**src/rtl/therm_alert_pkg.sv**
```systemverilog
package therm_alert_pkg;

    localparam int CNT_W = 3;

    typedef enum logic [1:0] {
        ARM_HIGH  = 2'd0,
        HELD_HIGH = 2'd1,
        ARM_LOW   = 2'd2,
        HELD_LOW  = 2'd3
    } arm_state_e;

    // consecutive conversions required per fault code
    function automatic logic [CNT_W-1:0] fault_need(input logic [1:0] code);
        logic [CNT_W-1:0] n;
        unique case (code)
            2'd0:    n = CNT_W'(1);
            2'd1:    n = CNT_W'(2);
            2'd2:    n = CNT_W'(4);
            default: n = CNT_W'(6);
        endcase
        return n;
    endfunction

endpackage

```
**src/rtl/therm_compare.sv**
```systemverilog
module therm_compare #(
    parameter int TEMP_W = 12
) (
    input  logic [TEMP_W-1:0] temp,
    input  logic [TEMP_W-1:0] lim_hi,
    input  logic [TEMP_W-1:0] lim_lo,
    input  logic              watch_high,
    output logic              at_high,
    output logic              below_low,
    output logic              match
);
    // full-width signed comparison
    always_comb begin
        at_high   = ($signed(temp) >= $signed(lim_hi));
        below_low = ($signed(temp) <  $signed(lim_lo));
        match     = watch_high ? at_high : below_low;
    end
endmodule

```
**src/rtl/therm_fault_queue.sv**
```systemverilog
module therm_fault_queue
    import therm_alert_pkg::*;
(
    input  logic       clk,
    input  logic       rst_n,
    input  logic       en,
    input  logic       match,
    input  logic       restart,
    input  logic [1:0] code,
    output logic       fire
);
    localparam int SUM_W = CNT_W + 1;

    logic [CNT_W-1:0] cnt;
    logic [SUM_W-1:0] cnt_inc;
    logic [CNT_W-1:0] need;

    always_comb begin
        need    = fault_need(code);
        cnt_inc = {1'b0, cnt} + SUM_W'(1);
        fire    = en && match && (cnt_inc >= {1'b0, need});
    end

    always_ff @(posedge clk or negedge rst_n) begin
        if (!rst_n) begin
            cnt <= '0;
        end else if (restart) begin
            cnt <= '0;
        end else if (en) begin
            if (match && !fire) cnt <= cnt_inc[CNT_W-1:0];
            else                cnt <= '0;
        end
    end

    assert_cnt_bound_R2: assert property (@(posedge clk) disable iff (!rst_n)
        cnt < CNT_W'(6));

    assert_cnt_hold_R3: assert property (@(posedge clk) disable iff (!rst_n)
        (!en && !restart) |=> $stable(cnt));

    assert_cnt_drop_R3: assert property (@(posedge clk) disable iff (!rst_n)
        (en && !match) |=> (cnt == '0));

endmodule

```
**src/rtl/therm_alert_fsm.sv**
```systemverilog
module therm_alert_fsm
    import therm_alert_pkg::*;
(
    input  logic clk,
    input  logic rst_n,
    input  logic mode_int,
    input  logic fire,
    input  logic clr_any,
    input  logic gc_reset,
    output logic watch_high,
    output logic count_en,
    output logic restart,
    output logic active,
    output logic status_high
);
    arm_state_e st, st_nxt;

    always_comb begin
        st_nxt = st;
        if (gc_reset) begin
            st_nxt = ARM_HIGH;
        end else begin
            unique case (st)
                ARM_HIGH: begin
                    if (fire) st_nxt = HELD_HIGH;
                end
                HELD_HIGH: begin
                    if (mode_int) begin
                        if (clr_any) st_nxt = ARM_LOW;
                    end else if (fire) begin
                        st_nxt = ARM_HIGH;
                    end
                end
                ARM_LOW: begin
                    if (!mode_int)  st_nxt = ARM_HIGH;
                    else if (fire)  st_nxt = HELD_LOW;
                end
                HELD_LOW: begin
                    if (!mode_int)     st_nxt = HELD_HIGH;
                    else if (clr_any)  st_nxt = ARM_HIGH;
                end
            endcase
        end
    end

    always_ff @(posedge clk or negedge rst_n) begin
        if (!rst_n) st <= ARM_HIGH;
        else        st <= st_nxt;
    end

    always_comb begin
        watch_high  = 1'b0;
        count_en    = 1'b0;
        active      = 1'b0;
        status_high = 1'b0;
        unique case (st)
            ARM_HIGH: begin
                watch_high = 1'b1;
                count_en   = 1'b1;
            end
            HELD_HIGH: begin
                count_en    = !mode_int;
                active      = 1'b1;
                status_high = 1'b1;
            end
            ARM_LOW: begin
                count_en = mode_int;
            end
            HELD_LOW: begin
                active = 1'b1;
            end
        endcase
        restart = gc_reset || (st_nxt != st);
    end

    assert_rise_on_fire_R2: assert property (@(posedge clk) disable iff (!rst_n)
        $rose(active) |-> $past(fire));

    assert_gc_rearm_R10: assert property (@(posedge clk) disable iff (!rst_n)
        gc_reset |=> (!active && watch_high));

    assert_int_clear_R6: assert property (@(posedge clk) disable iff (!rst_n)
        (mode_int && clr_any && active && !gc_reset) |=> !active);

    assert_cmp_level_R5: assert property (@(posedge clk) disable iff (!rst_n)
        (!mode_int && !gc_reset && !fire) |=> $stable(active));

endmodule

```
**src/rtl/therm_alert.sv**
```systemverilog
module therm_alert #(
    parameter int TEMP_W = 12
) (
    input  logic              clk,
    input  logic              rst_n,
    input  logic              conv_valid,
    input  logic [TEMP_W-1:0] conv_temp,
    input  logic [TEMP_W-1:0] lim_high,
    input  logic [TEMP_W-1:0] lim_low,
    input  logic [1:0]        fault_sel,
    input  logic              mode_int,
    input  logic              pol_high,
    input  logic              clr_read,
    input  logic              clr_resp_win,
    input  logic              clr_shutdown,
    input  logic              gc_reset,
    output logic              alert_pin,
    output logic              alert_high
);
    logic watch_high, count_en, restart, active, status_high;
    logic at_high, below_low, match, fire, clr_any;

    assign clr_any = clr_read || clr_resp_win || clr_shutdown;

    therm_compare #(.TEMP_W(TEMP_W)) u_cmp (
        .temp       (conv_temp),
        .lim_hi     (lim_high),
        .lim_lo     (lim_low),
        .watch_high (watch_high),
        .at_high    (at_high),
        .below_low  (below_low),
        .match      (match)
    );

    therm_fault_queue u_queue (
        .clk     (clk),
        .rst_n   (rst_n),
        .en      (conv_valid && count_en),
        .match   (match),
        .restart (restart),
        .code    (fault_sel),
        .fire    (fire)
    );

    therm_alert_fsm u_fsm (
        .clk         (clk),
        .rst_n       (rst_n),
        .mode_int    (mode_int),
        .fire        (fire),
        .clr_any     (clr_any),
        .gc_reset    (gc_reset),
        .watch_high  (watch_high),
        .count_en    (count_en),
        .restart     (restart),
        .active      (active),
        .status_high (status_high)
    );

    // polarity applied last
    always_comb begin
        alert_pin  = pol_high ? active : !active;
        alert_high = status_high;
    end

    assert_cmp_exclusive_R4: assert property (@(posedge clk) disable iff (!rst_n)
        !(at_high && below_low && ($signed(lim_high) >= $signed(lim_low))));

endmodule

```
**config.mk**
```make
export PLATFORM = sky130hd
export DESIGN_NAME = therm_alert
export DESIGN_NICKNAME = d
export VERILOG_FILES = /design/src/rtl/therm_alert_pkg.sv /design/src/rtl/therm_compare.sv /design/src/rtl/therm_fault_queue.sv /design/src/rtl/therm_alert_fsm.sv /design/src/rtl/therm_alert.sv
export SDC_FILE = /design/constraint.sdc
export NUM_CORES = 1
export LEC_CHECK = 0
export ABC_AREA = 1
export BUFFER_PORTS_ARGS = -buffer_cell sky130_fd_sc_hd__buf_2
export CAP_MARGIN = 40
export CORE_ASPECT_RATIO = 1.75
export CORE_MARGIN = 3
export CORE_UTILIZATION = 53
export DETAILED_ROUTE_END_ITERATION = 10
export GPL_ROUTABILITY_DRIVEN = 0
export PLACE_DENSITY = 0.94
export SYNTH_ARGS = -nofsm -noshare
export SYNTH_HDL_FRONTEND = slang
export SYNTH_SLANG_ARGS = --single-unit
```
**constraint.sdc**
```tcl
create_clock -name clk -period 4.4 [get_ports clk]
set_input_delay 0.88 -clock clk [delete_from_list [all_inputs] [get_ports clk]]
set_output_delay 0.88 -clock clk [all_outputs]
set_load 0.03 [all_outputs]
```
==> impl_metrics.json, run 1 <==
{
  "syn-num-nets": 270,
  "power_per_cell_area_mw_per_mm2": 164,
  "cp-end-kind": "flop",
  "critical_path_class": "in -> reg",
  "vias_per_cell": 5.01,
  "p_leak_nw": 0.981,
  "ant_nets": 0,
  "routed_wl_um": 2680,
  "intPower_uw": 142,
  "power_uw": 247,
  "post-dp-hpwl_um": 2450,
  "p_clk_share_pct": 23.9,
  "slowest_delay_ns": 0.32,
  "reg2reg_from": "u_queue.cnt[0]",
  "worst_slew_pin_slew_ns": 0.328,
  "reg2regPathDepth": 15,
  "utilization_pct": 70.2,
  "clkTransAtPathRegs_ns": 0.05,
  "clock-sinks": 5,
  "portBuffers": 48,
  "yosysUniqueCellTypes": 26,
  "cts_resized": 0,
  "diodes": 0,
  "chipWidth_um": 42.3,
  "hold_viol_final": 0,
  "synth_area_mm2": 0.00122,
  "p_switching_uw": 104,
  "numCtsBuffers": 3,
  "dieHeight_um": 69.5,
  "synthCells": 196,
  "final_common_cell": "nand2_1",
  "crit_chain": "buf_2 > ha_1 > nand2_1 > nor2_1 > nand2_1 > nor2_1 > nand2_1 > nand3_1 > nand3_2 > nand3_2 > nand2_1 > nand2_1 > nand2_1 > nand2_1 > nand2_1 > nand2_1 > nand3_2 > nor2_1",
  "core_mm2": 0.00215,
  "rows": 22,
  "fmax_ghz": 0.411,
  "timing.max_slew.rel_slack_pct": 77.9,
  "ioPinCount": 49,
  "clkLatencyLatePin_ns": 0.26,
  "fin_skew_ns": 0.000545,
  "wire_per_inst_um": 9.87,
  "dr.pass1.iters": 4,
  "start_kind": "input pin",
  "setup_viol": 0,
  "postPlaceCellArea_mm2": 0.00148,
  "fin_crit_ns": 2.43,
  "r2r-end": "u_queue.cnt[0]",
  "cpMaxStageDelayCell": "ha_1",
  "grt_pass1_wl_um": 4950,
  "ir_drop_uv": 79.0,
  "h-tree-depth": 1,
  "start_util_pct": 56.9,
  "vias": 1359,
  "cp.required_ns": 4.59,
  "ys_seq_area_share_pct": 10.2,
  "status": "finished clean",
  "ctsHoldBuffers": 0,
  "nFillCells": 203,
  "hold_class": "in -> async",
  "combPwrFrac_pct": 54.4,
  "synth.area.top_cells": "ha_1, nand2_1, inv_1",
  "crit_fanout": 4,
  "syn_area_per_cell_um2": 6.24,
  "finalCritPeriodShare_pct": 55.3,
  "grt_pass1_vias": 1383,
  "rsz0062_at_grt": "no",
  "crit_top_cell": "nand2_1",
  "synth_top_area_share_pct": 27.6,
  "dieArea_mm2": 0.00294,
  "grt_util_all_layers_pct": 21.0,
  "clock_path_buffers": 2,
  "seqPwrFrac_pct": 21.7,
  "yosys_warnings": 0,
  "ys_ff_latch": 5,
  "drt_iter0_markers": 21,
  "area_growth_pct": 23.3,
  "drc_errors": 0,
  "final_area_mm2": 0.00151,
  "synth_top_cell_by_area": "ha_1",
  "r2r_slack_ns": 2.21,
  "switching_share_pct": 42.3,
  "cts_tree": "built",
  "final_nets": 322,
  "arrival_ns": 2.62,
  "cts_setup_buffers": 0,
  "root_buffer": "clkbuf_4",
  "layout_common_cells": "nand2_1, buf_2, inv_1",
  "drv_cap": 0,
  "slew_viol_final": 0,
  "drive_above_1_share_pct": 29.1,
  "antenna_found_initial": 0,
  "grt_max_degree": 10,
  "tns_ns": 0,
  "overflow": 0
}
## final cells by class
| cell class | count | area (um^2) | share of cell area (%) |
|---|---|---|---|
| Clock buffer | 4 | 26.3 | 1.74 |
| Inverter | 55 | 220 | 14.6 |
| Multi-Input combinational cell | 135 | 866 | 57.4 |
| Sequential cell | 5 | 125 | 8.30 |
| Tap cell | 24 | 30.0 | 1.99 |
| Timing Repair Buffer | 48 | 240 | 15.9 |
## sequential cells by signal, indices dropped and copies added, names as in the netlist
name and flops:
u_fsm.st 2, u_queue.cnt 3
## synth_stat cells
cell type and count:
nand2_1 50, nand2_2 3, nand3_2 4, nor4_1 1
inv_2 10, nor3_1 4, xor2_1 1, bufinv_8 1
o21ai_0 4, inv_1 43, nor2_2 1, a31o_2 1
mux2_1 1, dfrtp_1 5, nand3_4 1, xnor2_1 1
nand4_1 4, nor2_1 15, buf_6 1, and2_1 1
a211o_1 1, nand3_1 4, clkinv_1 1, ha_1 27
a21o_1 1, a21oi_1 10
## logic make-up after synthesis
| kind of cell | after synthesis | share of synthesized area (%) |
|---|---|---|
| mux | 1 | 0.921 |
| buf+inv | 56 | 18.9 |
| compound gates | 17 | 7.78 |
| xor+xnor | 2 | 1.43 |
| simple gates | 88 | 33.1 |
| flops | 5 | 10.2 |
| fa+ha+maj | 27 | 27.6 |
## worst max-delay path by stage
stage	end	cells past startpoint	from
CTS	u_queue.cnt[0]	18	conv_temp[11]
global placement	u_queue.cnt[0]	18	conv_temp[11]
global route	u_queue.cnt[0]	19	lim_low[11]
finish	u_queue.cnt[0]	18	conv_temp[11]
detailed placement	u_queue.cnt[0]	18	conv_temp[11]
floorplan	u_queue.cnt[0]	18	lim_high[11]
## power groups by stage
stage / Combinational (mW) / Sequential [mW] / Clock [mW]
final: 0.134 / 0.0537 / 0.0589
after global routing: 0.157 / 0.0542 / 0.0643
after CTS: 0.136 / 0.0537 / 0.0594
after detailed placement: 0.135 / 0.0544 / 0
after global placement: 0.130 / 0.0543 / 0
after floorplan: 0.0955 / 0.0515 / 0
## critical path: cells and delay by family
| kind | cells | cell delay (ns) |
|---|---|---|
| adders and majority gates | 1 | 0.32 |
| and+or+nand+nor | 16 | 1.31 |
| buffers and inverters | 1 | 0.11 |
## layer usage
layer | routed length [um] | vias up | track usage (%)
met3 | 100 | 16 | 3.12
met4 | 143 | 0 | 16.6
met5 | 0 | - | 0
met2 | 1560 | 40 | 39.7
li1 | - | 707 | -
met1 | 869 | 596 | 18.1
## metrics by stage
step	worst slack, ns	hold WS, ns	instances
5_1_grt	1.66	0.419	271
6_report	1.97	0.422	271
2_1_floorplan	1.99	0.584	196
3_3_place_gp	1.74	0.623	267
4_1_cts	1.96	0.424	271
3_5_place_dp	1.70	0.632	267
Note: power is estimated with default switching activity, not from simulation.
==> run 2, diff against run 1 <==
- ABC_AREA: 1 -> 0
- CORE_UTILIZATION: 53 -> 42
- PLACE_DENSITY: 0.94 -> 0.84
- clock period: 4.4 -> 2 ns (I/O delays scaled with it)
==> impl_metrics.json, run 2 <==
{
  "hold_ws_ns": 0.381,
  "p_switching_uw": 213,
  "crit_chain": "buf_8 > ha_4 > o21a_1 > o2111ai_2 > o21a_1 > o21a_2 > o221ai_4 > nand3b_4 > or3_4 > a21oi_2",
  "critical_path_class": "in -> reg",
  "seqPwrFrac_pct": 17.1,
  "final_nets": 267,
  "synth_area_mm2": 0.00106,
  "drc_errors": 0,
  "hold_viol_final": 0,
  "postPlaceCellArea_mm2": 0.00148,
  "grt_pass1_wl_um": 4820,
  "timing.max_slew.rel_slack_pct": 76.9,
  "area_growth_pct": 62.3,
  "finalWorstSetupSlack_ns": -0.188,
  "start_kind": "input pin",
  "slowest_delay_ns": 0.38,
  "slew_viol_final": 0,
  "grt_util_all_layers_pct": 19.4,
  "p_clk_share_pct": 29.6,
  "wire_per_inst_um": 14.7,
  "synthCells": 131,
  "fmax_ghz": 0.457,
  "grt_pass1_vias": 1275,
  "ant_nets": 0,
  "cts_setup_buffers": 0,
  "fin_crit_ns": 2.19,
  "largest_reg_flops": 3,
  "cpMaxStageDelayCell": "or3_4",
  "vias_per_cell": 5.53,
  "layout_common_cells": "buf_2, inv_1, ha_1",
  "yosys_most_used_dff": "dfrtp_1",
  "yosys_warnings": 0,
  "dr.pass1.iters": 4,
  "dieArea_mm2": 0.00319,
  "vias": 1200,
  "switching_share_pct": 33.8,
  "cp-end-kind": "flop",
  "clkTransAtPathRegs_ns": 0.04,
  "dp_cells": 212,
  "portBuffers": 48,
  "core_mm2": 0.00236,
  "synth.area.top_cells": "ha_1, dfrtp_1, inv_1",
  "ir_drop_uv": 162,
  "h-tree-depth": 1,
  "post-dp-hpwl_um": 2550,
  "final_area_mm2": 0.00172,
  "start_util_pct": 45.0,
  "stdcell_count": 217,
  "routed_wl_um": 3190,
  "root_buffer": "clkbuf_8",
  "rsz0062_at_grt": "yes",
  "syn_area_per_cell_um2": 8.11,
  "ioPinCount": 49,
  "rows": 23,
  "cp_top_family": "compound AO/OA/AOI/OAI gates",
  "final_common_cell": "buf_2",
  "clkLatencyLatePin_ns": 0.22,
  "p_leak_nw": 0.892,
  "synthArstFlopShare_pct": 100,
  "synth.top_cells.by_count": "ha_1, inv_1, a21oi_1",
  "yosysUniqueCellTypes": 40,
  "diodes": 0,
  "clock_path_buffers": 2,
  "cts_tree": "built",
  "violations": "setup timing",
  "numCtsBuffers": 3,
  "drive_above_1_share_pct": 50.5,
  "grt_max_degree": 9,
  "clock-sinks": 5,
  "ys_seq_area_share_pct": 11.8,
  "ys_ff_latch": 5,
  "regMostFlops": "u_queue.cnt",
  "status": "complete, but fails checks",
  "power_uw": 632,
  "synth-edff-count": 0,
  "setup_viol": 4,
  "combPwrFrac_pct": 53.4,
  "finalCritPeriodShare_pct": 109,
  "largest_registers": "u_queue.cnt (3), u_fsm.st (2)",
  "arrival_ns": 2.34,
  "drt_iter0_markers": 23,
  "fin_skew_ns": 0.00373,
  "cp.required_ns": 2.15,
  "power_per_cell_area_mw_per_mm2": 366,
  "dieHeight_um": 72.5,
  "intPower_uw": 418,
  "synth_top_area_share_pct": 31.8,
  "synth_top_cell_by_area": "ha_1",
  "crit_fanout": 4,
  "overflow": 0,
  "antenna_found_initial": 0,
  "hold_class": "in -> reg",
  "drv_cap": 0,
  "critPathBufInv": 1,
  "syn-num-nets": 205,
  "chipWidth_um": 44.0,
  "worst_slew_pin_slew_ns": 0.345,
  "crit_top_cell": "o21a_1"
}
-- run 2: timing repair --
| item | 4_1_cts | 5_1_grt |
|---|---|---|
| resized for setup | 19 | 21 |
| pin swaps | 11 | 12 |
| hold buffers | 1 | 0 |
| endpoints found under the hold margin | 5 | 0 |
| setup endpoints to repair | 4 | 4 |
-- run 2: routing by layer --
layer | global-route usage, % | routed length, um | up-vias
met3 | 2.48 | 135 | 11
li1 | - | - | 586
met5 | 0 | 0 | -
met4 | 9.40 | 99 | 0
met1 | 18.5 | 1050 | 557
met2 | 38.0 | 1900 | 46
-- run 2: final timing paths --
kind                                startpoint  slack [ns]              to  depth (start not counted)
min in group asynchronous                rst_n        0.52  u_queue.cnt[1]                          2
worst min-delay path                  gc_reset        0.38     u_fsm.st[0]                          2
max in group asynchronous                rst_n        1.34     u_fsm.st[1]                          2
worst max register to register  u_queue.cnt[0]       -0.12  u_queue.cnt[0]                          8
worst min register to register  u_queue.cnt[2]        0.63  u_queue.cnt[2]                          2
worst max-delay path              conv_temp[2]       -0.19  u_queue.cnt[0]                         10
-- run 2: logic make-up (layout without fill, tap and decap cells) --
kind of cell	after synthesis	in the layout	share of synthesized area, %
AOI/OAI and AO/OA	35	35	23.7
xor gates and xnor gates	3	3	2.47
adders and majority gates	27	27	31.8
buffers and inverters	29	90	11.0
DFF	5	5	11.8
and+or+nand+nor	32	32	19.3
-- run 2: power groups by stage --
stage               Combinational, mW  Clock [mW]  Sequential [mW]
global placement                0.261           0            0.108
global route                    0.372       0.197            0.108
detailed placement              0.276           0            0.109
floorplan                       0.170           0            0.109
CTS                             0.306       0.190            0.108
finish                          0.337       0.187            0.108
-- run 2: area by class of cell --
cell class | instances | area, um^2
clock buffers | 4 | 45.0
repair buffers | 58 | 375
well taps | 25 | 31.3
flip-flops and latches | 5 | 125
inverters | 28 | 123
multi-input cells | 97 | 1020
fillers | 184 | 636
-- run 2: per-stage QoR --
step	setup TNS [ns]	utilization [%]	worst slack [ns]
3_3_place_gp	-1.52	62.6	-0.417
4_1_cts	-0.369	69.3	-0.163
5_1_grt	-0.870	73.1	-0.287
6_report	-0.493	73.1	-0.188
2_1_floorplan	-0.450	-	-0.193
3_5_place_dp	-1.83	62.6	-0.477
==> run 3, diff against run 2 <==
- RECOVER_POWER: not set -> 25
==> impl_metrics.json, run 3 (synthesized netlist as in run 2, its figures left out) <==
{
  "fin_skew_ns": 0.00373,
  "reg2reg_from": "u_queue.cnt[0]",
  "slew_viol_final": 0,
  "routed_wl_um": 3180,
  "cp-end-kind": "flop",
  "ant_nets": 0,
  "h-tree-depth": 1,
  "clkTransAtPathRegs_ns": 0.04,
  "diodes": 0,
  "crit_chain": "buf_8 > ha_4 > o21a_1 > o2111ai_2 > o21a_1 > o21a_2 > o221ai_4 > nand3b_4 > or3_4 > a21oi_2",
  "grt_pass1_vias": 1275,
  "ir_drop_uv": 162,
  "p_leak_nw": 0.890,
  "status": "complete, but fails checks",
  "arrival_ns": 2.34,
  "hold_ws_ns": 0.381,
  "crit_fanout": 4,
  "fin_crit_ns": 2.19,
  "antenna_found_initial": 0,
  "fmax_ghz": 0.457,
  "ioPinCount": 49,
  "final_common_cell": "buf_2",
  "post-dp-hpwl_um": 2550,
  "portBuffers": 48,
  "overflow": 0,
  "clock_path_buffers": 2,
  "numCtsBuffers": 3,
  "cts_tree": "built",
  "drv_cap": 0,
  "wire_per_inst_um": 14.7,
  "setup_viol": 4,
  "power_per_cell_area_mw_per_mm2": 366,
  "tns_ns": -0.493,
  "clock-sinks": 5,
  "grt_util_all_layers_pct": 19.4,
  "rsz0062_at_grt": "yes",
  "hold_viol_final": 0,
  "grt_pass1_wl_um": 4820,
  "regMostFlops": "u_queue.cnt",
  "drive_above_1_share_pct": 50.0,
  "cp.required_ns": 2.15,
  "chipWidth_um": 44.0,
  "cpMaxStageDelayCell": "or3_4",
  "layout_common_cells": "buf_2, inv_1, ha_1",
  "start_kind": "input pin",
  "cp-startpoint": "conv_temp[2]",
  "finalWorstSetupSlack_ns": -0.188,
  "violations": "setup timing",
  "crit_top_cell": "o21a_1",
  "drc_errors": 0,
  "dr.pass1.iters": 4,
  "largest_registers": "u_queue.cnt (3), u_fsm.st (2)",
  "hold_class": "in -> reg",
  "final_nets": 267,
  "slowest_delay_ns": 0.38,
  "rows": 23,
  "core_mm2": 0.00236,
  "vias": 1200,
  "critical_path_class": "in -> reg",
  "vias_per_cell": 5.53,
  "critPathBufInv": 1,
  "cp_top_family": "compound AO/OA/AOI/OAI gates",
  "largest_reg_flops": 3,
  "start_util_pct": 45.0,
  "dieArea_mm2": 0.00319,
  "clkLatencyLatePin_ns": 0.22,
  "grt_max_degree": 9,
  "dieHeight_um": 72.5,
  "timing.max_slew.rel_slack_pct": 76.9,
  "drt_iter0_markers": 23,
  "hold_path_startpoint": "gc_reset",
  "area_growth_pct": 62.2,
  "worst_slew_pin_slew_ns": 0.345,
  "finalCritPeriodShare_pct": 109,
  "root_buffer": "clkbuf_8"
}
run 3: cell types whose count changed in the layout (fill, tap and decap cells not counted), sizes merged:
cell	previous run	this run
buf	57	56
clkbuf	4	5
run 3: layer usage:
layer	track usage, %	vias to the layer above	wire [um]
met3	2.48	11	135
met5	0	-	0
li1	-	586	-
met1	18.5	557	1050
met4	9.40	0	99
met2	38.0	46	1900
run 3: final cells by class:
class	instances	area, um^2
multi-input cells	97	1020
fillers	183	637
clock buffers	4	45.0
flip-flops and latches	5	125
well taps	25	31.3
repair buffers	58	374
inverters	28	123
run 3: report_power, final:
group          internal, mW  total (mW)  switching, mW
combinational         0.176       0.337          0.161
clock                 0.137       0.187         0.0499
sequential            0.105       0.108        0.00276
run 3: timing repair:
action	in CTS	in global routing
hold buffers	1	0
endpoints found under the hold margin	5	0
endpoints found under the setup margin	4	4
resized for setup	19	21
buffers inserted	0	0
pin swaps	11	12
run 3: worst register-to-register path: cells and delay by family (launching register included):
| family | cells | cell delay [ns] |
|---|---|---|
| and+or+nand+nor | 2 | 0.55 |
| adders and majority gates | 2 | 0.61 |
| AOI/OAI and AO/OA | 4 | 0.51 |
| DFF | 1 | 0.38 |
run 3: metrics by stage:
stage,instance area [um^2],setup WS (ns),instances,power [mW],utilization [%]
6_report,1720,-0.188,217,0.631,73.0
3_5_place_dp,1480,-0.477,212,0.384,62.6
5_1_grt,1720,-0.287,217,0.677,73.0
4_1_cts,1640,-0.163,217,0.604,69.3
2_1_floorplan,1150,-0.193,131,0.278,-
3_3_place_gp,1480,-0.417,212,0.369,62.6
run 3: worst paths after layout:
check                           cells after the start  slack (ns)        endpoint
worst max-delay path                               10       -0.19  u_queue.cnt[0]
worst min-delay path                                2        0.38     u_fsm.st[0]
worst max register to register                      8       -0.12  u_queue.cnt[0]
worst min register to register                      2        0.63  u_queue.cnt[2]
max in group asynchronous                           2        1.23     u_fsm.st[1]
min in group asynchronous                           2        0.56  u_queue.cnt[1]
